===== src/rtl/mcpwm_pkg.sv =====
package mcpwm_pkg;

    localparam int unsigned ADDR_W = 4;

    localparam logic [ADDR_W-1:0] ADR_CTRL  = 4'd0;
    localparam logic [ADDR_W-1:0] ADR_PER   = 4'd1;
    localparam logic [ADDR_W-1:0] ADR_DEAD  = 4'd2;
    localparam logic [ADDR_W-1:0] ADR_INDEP = 4'd3;
    localparam logic [ADDR_W-1:0] ADR_POL   = 4'd4;
    localparam logic [ADDR_W-1:0] ADR_OEN   = 4'd5;
    localparam logic [ADDR_W-1:0] ADR_OVAL  = 4'd6;
    localparam int unsigned        ADR_DUTY0 = 8;

    typedef enum logic {CNT_UP = 1'b0, CNT_DOWN = 1'b1} cnt_dir_e;

    typedef struct packed {
        logic hi;
        logic lo;
    } leg_t;

    function automatic logic pin_level(logic v, logic inv, logic force_en, logic force_val);
        return force_en ? force_val : (v ^ inv);
    endfunction

endpackage


===== src/rtl/mcpwm_timebase.sv =====
module mcpwm_timebase
    import mcpwm_pkg::*;
#(
    parameter int unsigned W = 16
) (
    input  logic         clk,
    input  logic         rst,
    input  logic         run,
    input  logic         center,
    input  logic [W-1:0] period,
    output logic [W-1:0] cnt,
    output logic         bnd
);

    cnt_dir_e dir;

    always_ff @(posedge clk) begin
        if (rst || !run) begin
            cnt <= '0;
            dir <= CNT_UP;
        end else if (!center) begin
            dir <= CNT_UP;
            cnt <= (cnt >= period) ? '0 : cnt + 1'b1;
        end else if (dir == CNT_UP) begin
            if (cnt >= period) begin
                dir <= CNT_DOWN;
                cnt <= (cnt == '0) ? '0 : cnt - 1'b1;
            end else begin
                cnt <= cnt + 1'b1;
            end
        end else begin
            if (cnt == '0) begin
                dir <= CNT_UP;
                cnt <= (period == '0) ? '0 : {{(W-1){1'b0}}, 1'b1};
            end else begin
                cnt <= cnt - 1'b1;
            end
        end
    end

    always_comb begin
        if (!run)        bnd = 1'b0;
        else if (center) bnd = (dir == CNT_DOWN) && (cnt == '0);
        else             bnd = (cnt >= period);
    end


    trig_wrap_chk: assert property (@(posedge clk) disable iff (rst)
        (bnd && !center) |=> (cnt == '0));

endmodule


===== src/rtl/mcpwm_pair.sv =====
module mcpwm_pair
    import mcpwm_pkg::*;
#(
    parameter int unsigned W = 16
) (
    input  logic         clk,
    input  logic         rst,
    input  logic         run,
    input  logic [W-1:0] cnt,
    input  logic [W-1:0] duty,
    input  logic [W-1:0] dead,
    input  logic         indep,
    output leg_t         leg
);

    logic       raw;
    logic [1:0] side_in;
    logic [1:0] side_out;

    assign raw        = run && (cnt < duty);
    assign side_in[0] = raw;
    assign side_in[1] = indep ? raw : !raw;

    for (genvar k = 0; k < 2; k++) begin : g_side
        logic [W-1:0] hold;
        always_ff @(posedge clk) begin
            if (rst || !side_in[k]) hold <= '0;
            else if (hold < dead)   hold <= hold + 1'b1;
        end
        assign side_out[k] = indep ? side_in[k] : (side_in[k] && (hold >= dead));
    end

    assign leg.hi = side_out[0];
    assign leg.lo = side_out[1];


    no_overlap_chk: assert property (@(posedge clk) disable iff (rst)
        !indep |-> !(leg.hi && leg.lo));


    dt_rise_chk: assert property (@(posedge clk) disable iff (rst)
        ($rose(leg.hi) && !indep && (dead != '0)) |-> $past(raw));

endmodule


===== src/rtl/mcpwm_top.sv =====
module mcpwm_top
    import mcpwm_pkg::*;
#(
    parameter int unsigned W     = 16,
    parameter int unsigned NPAIR = 4
) (
    input  logic                 clk,
    input  logic                 rst,
    input  logic                 bus_we,
    input  logic [ADDR_W-1:0]    bus_addr,
    input  logic [W-1:0]         bus_wdata,
    output logic [W-1:0]         bus_rdata,
    output logic [2*NPAIR-1:0]   pwm_out,
    output logic                 adc_trig
);

    localparam int unsigned NPIN = 2 * NPAIR;

    logic             run, center;
    logic [W-1:0]     period, dead;
    logic [NPAIR-1:0] indep;
    logic [NPIN-1:0]  pol, oen, oval;
    logic [W-1:0]     duty_buf [NPAIR];
    logic [W-1:0]     duty_act [NPAIR];
    logic [W-1:0]     cnt;
    logic             bnd;

    always_ff @(posedge clk) begin
        if (rst) begin
            run    <= 1'b0;
            center <= 1'b0;
            period <= '0;
            dead   <= '0;
            indep  <= '0;
            pol    <= '0;
            oen    <= '0;
            oval   <= '0;
            for (int i = 0; i < NPAIR; i++) duty_buf[i] <= '0;
        end else if (bus_we) begin
            case (bus_addr)
                ADR_CTRL:  begin run <= bus_wdata[0]; center <= bus_wdata[1]; end
                ADR_PER:   period <= bus_wdata;
                ADR_DEAD:  dead   <= bus_wdata;
                ADR_INDEP: indep  <= bus_wdata[NPAIR-1:0];
                ADR_POL:   pol    <= bus_wdata[NPIN-1:0];
                ADR_OEN:   oen    <= bus_wdata[NPIN-1:0];
                ADR_OVAL:  oval   <= bus_wdata[NPIN-1:0];
                default: begin
                    for (int i = 0; i < NPAIR; i++)
                        if (bus_addr == ADDR_W'(ADR_DUTY0 + i)) duty_buf[i] <= bus_wdata;
                end
            endcase
        end
    end

    always_comb begin
        bus_rdata = '0;
        case (bus_addr)
            ADR_CTRL:  bus_rdata = {{(W-2){1'b0}}, center, run};
            ADR_PER:   bus_rdata = period;
            ADR_DEAD:  bus_rdata = dead;
            ADR_INDEP: bus_rdata = W'(indep);
            ADR_POL:   bus_rdata = W'(pol);
            ADR_OEN:   bus_rdata = W'(oen);
            ADR_OVAL:  bus_rdata = W'(oval);
            default: begin
                for (int i = 0; i < NPAIR; i++)
                    if (bus_addr == ADDR_W'(ADR_DUTY0 + i)) bus_rdata = duty_buf[i];
            end
        endcase
    end

    mcpwm_timebase #(.W(W)) u_tb (
        .clk(clk), .rst(rst), .run(run), .center(center),
        .period(period), .cnt(cnt), .bnd(bnd)
    );

    assign adc_trig = bnd;

    for (genvar p = 0; p < NPAIR; p++) begin : g_pair
        leg_t leg;

        always_ff @(posedge clk) begin
            if (rst)              duty_act[p] <= '0;
            else if (!run || bnd) duty_act[p] <= duty_buf[p];
        end

        mcpwm_pair #(.W(W)) u_pair (
            .clk(clk), .rst(rst), .run(run), .cnt(cnt),
            .duty(duty_act[p]), .dead(dead), .indep(indep[p]), .leg(leg)
        );

        assign pwm_out[2*p]   = pin_level(leg.hi, pol[2*p],   oen[2*p],   oval[2*p]);
        assign pwm_out[2*p+1] = pin_level(leg.lo, pol[2*p+1], oen[2*p+1], oval[2*p+1]);


        duty_hold_chk: assert property (@(posedge clk) disable iff (rst)
            (run && !bnd) |=> $stable(duty_act[p]));
    end

endmodule


===== config.mk =====
export PLATFORM = sky130hd
export DESIGN_NAME = mcpwm_top
export DESIGN_NICKNAME = d
export VERILOG_FILES = /design/src/rtl/mcpwm_pkg.sv /design/src/rtl/mcpwm_timebase.sv /design/src/rtl/mcpwm_pair.sv /design/src/rtl/mcpwm_top.sv
export SDC_FILE = /design/constraint.sdc
export NUM_CORES = 1
export LEC_CHECK = 0
export BUFFER_PORTS_ARGS = -buffer_cell sky130_fd_sc_hd__buf_2
export CORE_MARGIN = 2
export CORE_UTILIZATION = 58
export DETAILED_ROUTE_END_ITERATION = 8
export GPL_ROUTABILITY_DRIVEN = 0
export PLACE_DENSITY = 0.81
export RECOVER_POWER = 100
export REMOVE_ABC_BUFFERS = 1
export SETUP_SLACK_MARGIN = 0.15
export SYNTH_ARGS = -nofsm -noshare
export SYNTH_HDL_FRONTEND = slang
export SYNTH_SLANG_ARGS = --single-unit

===== constraint.sdc =====
create_clock -name clk -period 3.65 [get_ports clk]
set_input_delay 0.365 -clock clk [delete_from_list [all_inputs] [get_ports clk]]
set_output_delay 0.365 -clock clk [all_outputs]
set_load 0.01 [all_outputs]

==> impl_metrics.py <==
metrics = {
    "power_and_ir_drop": {
        "power_frac_clock_pct": 44.0,
        "power.density_mw_per_mm2": 382,
        "seqPwrFrac_pct": 46.5,
        "p_switching_mw": 2.15,
        "internal_power_mw": 6.57,
        "ir_drop_uv": 337,
        "swShare_pct": 24.6,
        "p_comb_share_pct": 9.5,
        "leakagePower_nw": 9.17,
        "p_total_mw": 8.72,
    },
    "grt": {
        "antenna_found_initial": 2,
        "grt_max_degree": 65,
        "grt_pass1_vias": 16750,
        "grt_first_pass_wirelength_mm": 86.7,
        "track_usage_pct": 30.3,
        "overflow": 0,
    },
    "route": {
        "met2_length_mm": 26.9,
        "vias": 17395,
        "met3_length_mm": 4.33,
        "post_drt_wl_per_cell_um": 20.1,
        "drc": 0,
        "vias_per_cell": 6.24,
        "ant_nets": 0,
        "dr.pass1.iters": 8,
        "drtIter0Drc": 1542,
        "wirelength_mm": 56.0,
        "wl_met1_mm": 20.8,
        "top_layer": "met4",
    },
    "sta": {
        "setup_viol": 0,
        "fin_crit_ns": 3.52,
        "maxSlewViolCount": 0,
        "timing.clock.skew_ns": 0.0247,
        "hold_viol": 0,
        "setup_tns_ns": 0,
        "max_freq_mhz": 284,
        "relSlewSlack_pct": 12.1,
        "worstMarginPinSlew_ns": 1.31,
        "fin_crit_sh_pct": 96.4,
        "rsz0062_at_grt": "yes",
    },
    "yosys": {
        "synth_edf_count": 128,
        "synthFlopType": "dfxtp_1",
        "netlist_area_mm2": 0.0201,
        "synth_cells": 2207,
        "synth_seq_cells": 335,
        "avgSynthCellArea_um2": 9.11,
        "async_reset_ff_share_pct": 0,
        "synth_cell_type_count": 66,
        "yosysSeqAreaShare_pct": 39.7,
        "yosys_warnings": 0,
    },
    "placement": {
        "portBuffers": 47,
        "place_hpwl_mm": 39.5,
    },
    "setup_path": {
        "startpoint": "dead[13]",
        "startpoint_type": "flip-flop",
        "crit_path_end_kind": "output pin",
        "cp.arrival_ns": 3.15,
        "path_max_fanout": 6,
        "worstPathRequired_ns": 3.28,
        "path_class": "flip-flop to output pin",
        "r2r_start": "dead[13]",
    },
    "layout": {
        "final_util_pct": 66.4,
        "fillers": 2617,
        "drive_above_1_share_pct": 11.1,
        "multi_input_area_mm2": 0.0116,
        "ff_latch_area_mm2": 0.00801,
        "area_delta_synth_final_pct": 13.4,
        "layout.nets": 2541,
    },
    "die": {
        "ios": 48,
        "die_h_um": 190,
        "dieArea_mm2": 0.0362,
        "row_count": 68,
        "start_util_pct": 58.5,
        "dieWidth_um": 190,
        "core-area_mm2": 0.0344,
    },
    "status": {
        "status": "finished, final reports clean",
    },
    "clock_tree": {
        "cts_sinks": 335,
        "cts_max_path_buffers": 3,
        "htreeDepth": 2,
        "cts_tree": "yes",
        "path_clk_slew_ns": 0.06,
        "cts_hold_buf": 0,
        "cts_buffers": 36,
        "worstSkewPairLatency_ns": 0.54,
        "root_buffer": "clkbuf_16",
    },
    "worst_hold_path": {
        "min_path_type": "input port to flip-flop",
        "hold_start": "bus_wdata[14]",
    },
    "flow_run": {
        "drv_cap": 0,
    },
}
cells in the mapped netlist, drive strengths merged (3+ instances only):
master,number,area share [%]
clkbuf,60,1.1
a31oi,10,0.31
nand3,74,1.8
and2,141,4.4
nand4b,3,0.13
or3,22,0.68
edfxtp,128,19
o311ai,3,0.13
a211oi,17,0.68
o211ai,16,0.60
o22ai,3,0.093
buf,19,0.66
mux4,13,1.5
nor3b,8,0.30
nand4,63,2.0
a21o,25,0.93
nor4,18,0.67
xor2,56,2.4
a22oi,12,0.45
dfxtp,207,21
nor2b,16,0.50
ha,215,13
o21ai,76,1.9
nor3,31,0.80
mux2i,41,2.0
xnor2,52,2.3
a222oi,8,0.40
o31ai,8,0.30
nor2,234,4.4
a21oi,159,4.0
inv,140,2.6
or4,8,0.30
and4,13,0.57
or2,4,0.12
and3,40,1.2
mux2,11,0.62
a221oi,11,0.51
nand2,199,3.7
nand2b,15,0.47
o21a,6,0.22
critical path, stage by stage (launching register included):
cell and delay (ns):
dfxtp_2 0.37, clkinvlp_4 0.20, buf_4 0.20, ha_1 0.31
a21o_1 0.17, a21o_1 0.17, a211oi_1 0.33, buf_4 0.20
a31oi_2 0.10, xor2_1 0.15, mux2_2 0.27, buf_2 0.14
sequential cells by signal, indices dropped and copies added, names as in the netlist:
register,count
g_pair.u_pair.g_side.hold,128
duty_act,64
duty_buf,64
dead,16
period,16
u_tb.cnt,16
oen,8
oval,8
pol,8
indep,4
center,1
run,1
u_tb.dir,1
layout make-up:
cell class	instances	area share [%]
timing repair buffer	137	3.81
clock inverter	17	0.894
clock buffer	49	4.48
sequential	335	35.1
multi-input combinational	1653	50.8
tap	455	2.50
antenna	2	0.0219
inverter	140	2.40
logic make-up after synthesis:
logic type | count (synthesis) | synth area share, %
AO/OA/AOI/OAI | 373 | 11.5
XOR/XNOR | 108 | 4.70
adder cells (fa/ha/maj) | 215 | 13.4
buffers and inverters | 219 | 4.39
flip-flops | 335 | 39.7
multiplexers | 65 | 4.11
AND/OR/NAND/NOR | 892 | 22.2
per-layer routing:
metal  vias up  global-route usage [%]
li1       8065                       -
met1      8243                    35.6
met2       841                    51.6
met3       246                    4.32
met4         0                    20.4
met5         -                       0
what timing repair did:
item / CTS / global route
buffers inserted: 19 / 16
pin swaps: 5 / 25
gates resized for setup: 41 / 38
endpoints found under the setup margin: 8 / 8
power by group through the flow:
| stage | logic, mW | clock network (mW) | registers [mW] |
|---|---|---|---|
| after floorplan | 0.450 | 0 | 4.11 |
| after global placement | 0.707 | 0 | 4.13 |
| after detailed placement | 0.734 | 0 | 4.14 |
| after CTS | 0.769 | 3.87 | 4.06 |
| after global routing | 0.895 | 4.01 | 4.07 |
| final | 0.828 | 3.83 | 4.06 |
placed cells by master, fill, tap and decap left out, types with 64 or more instances in the layout:
| cell type | n |
|---|---|
| edfxtp_1 | 128 |
| inv_1 | 133 |
| nand3_1 | 73 |
| buf_4 | 64 |
| and2_1 | 87 |
| ha_1 | 202 |
| dfxtp_1 | 196 |
| nand2_1 | 198 |
| a21oi_1 | 155 |
| nor2_1 | 233 |
| o21ai_0 | 65 |
metrics by stage:
stage | hold WS (ns) | cells | setup slack, ns | instance area (um2)
after floorplan | 0.430 | 2128 | 0.218 | 19700
after global placement | 0.449 | 2685 | 0.315 | 21000
after detailed placement | 0.452 | 2685 | 0.333 | 21000
after CTS | 0.109 | 2770 | 0.148 | 22600
after global routing | 0.123 | 2788 | 0.0158 | 22800
final | 0.126 | 2788 | 0.130 | 22800
final timing paths:
| path | slack [ns] | cells after the start | to |
|---|---|---|---|
| worst max-delay path | 0.13 | 11 | pwm_out[2] |
| worst min-delay path | 0.13 | 3 | period[14] |
| worst max register to register | 0.23 | 11 | g_pair[1].u_pair.g_side[0].hold[12] |
| worst min register to register | 0.46 | 2 | dead[1] |
Power figures use the tool's default switching activity.
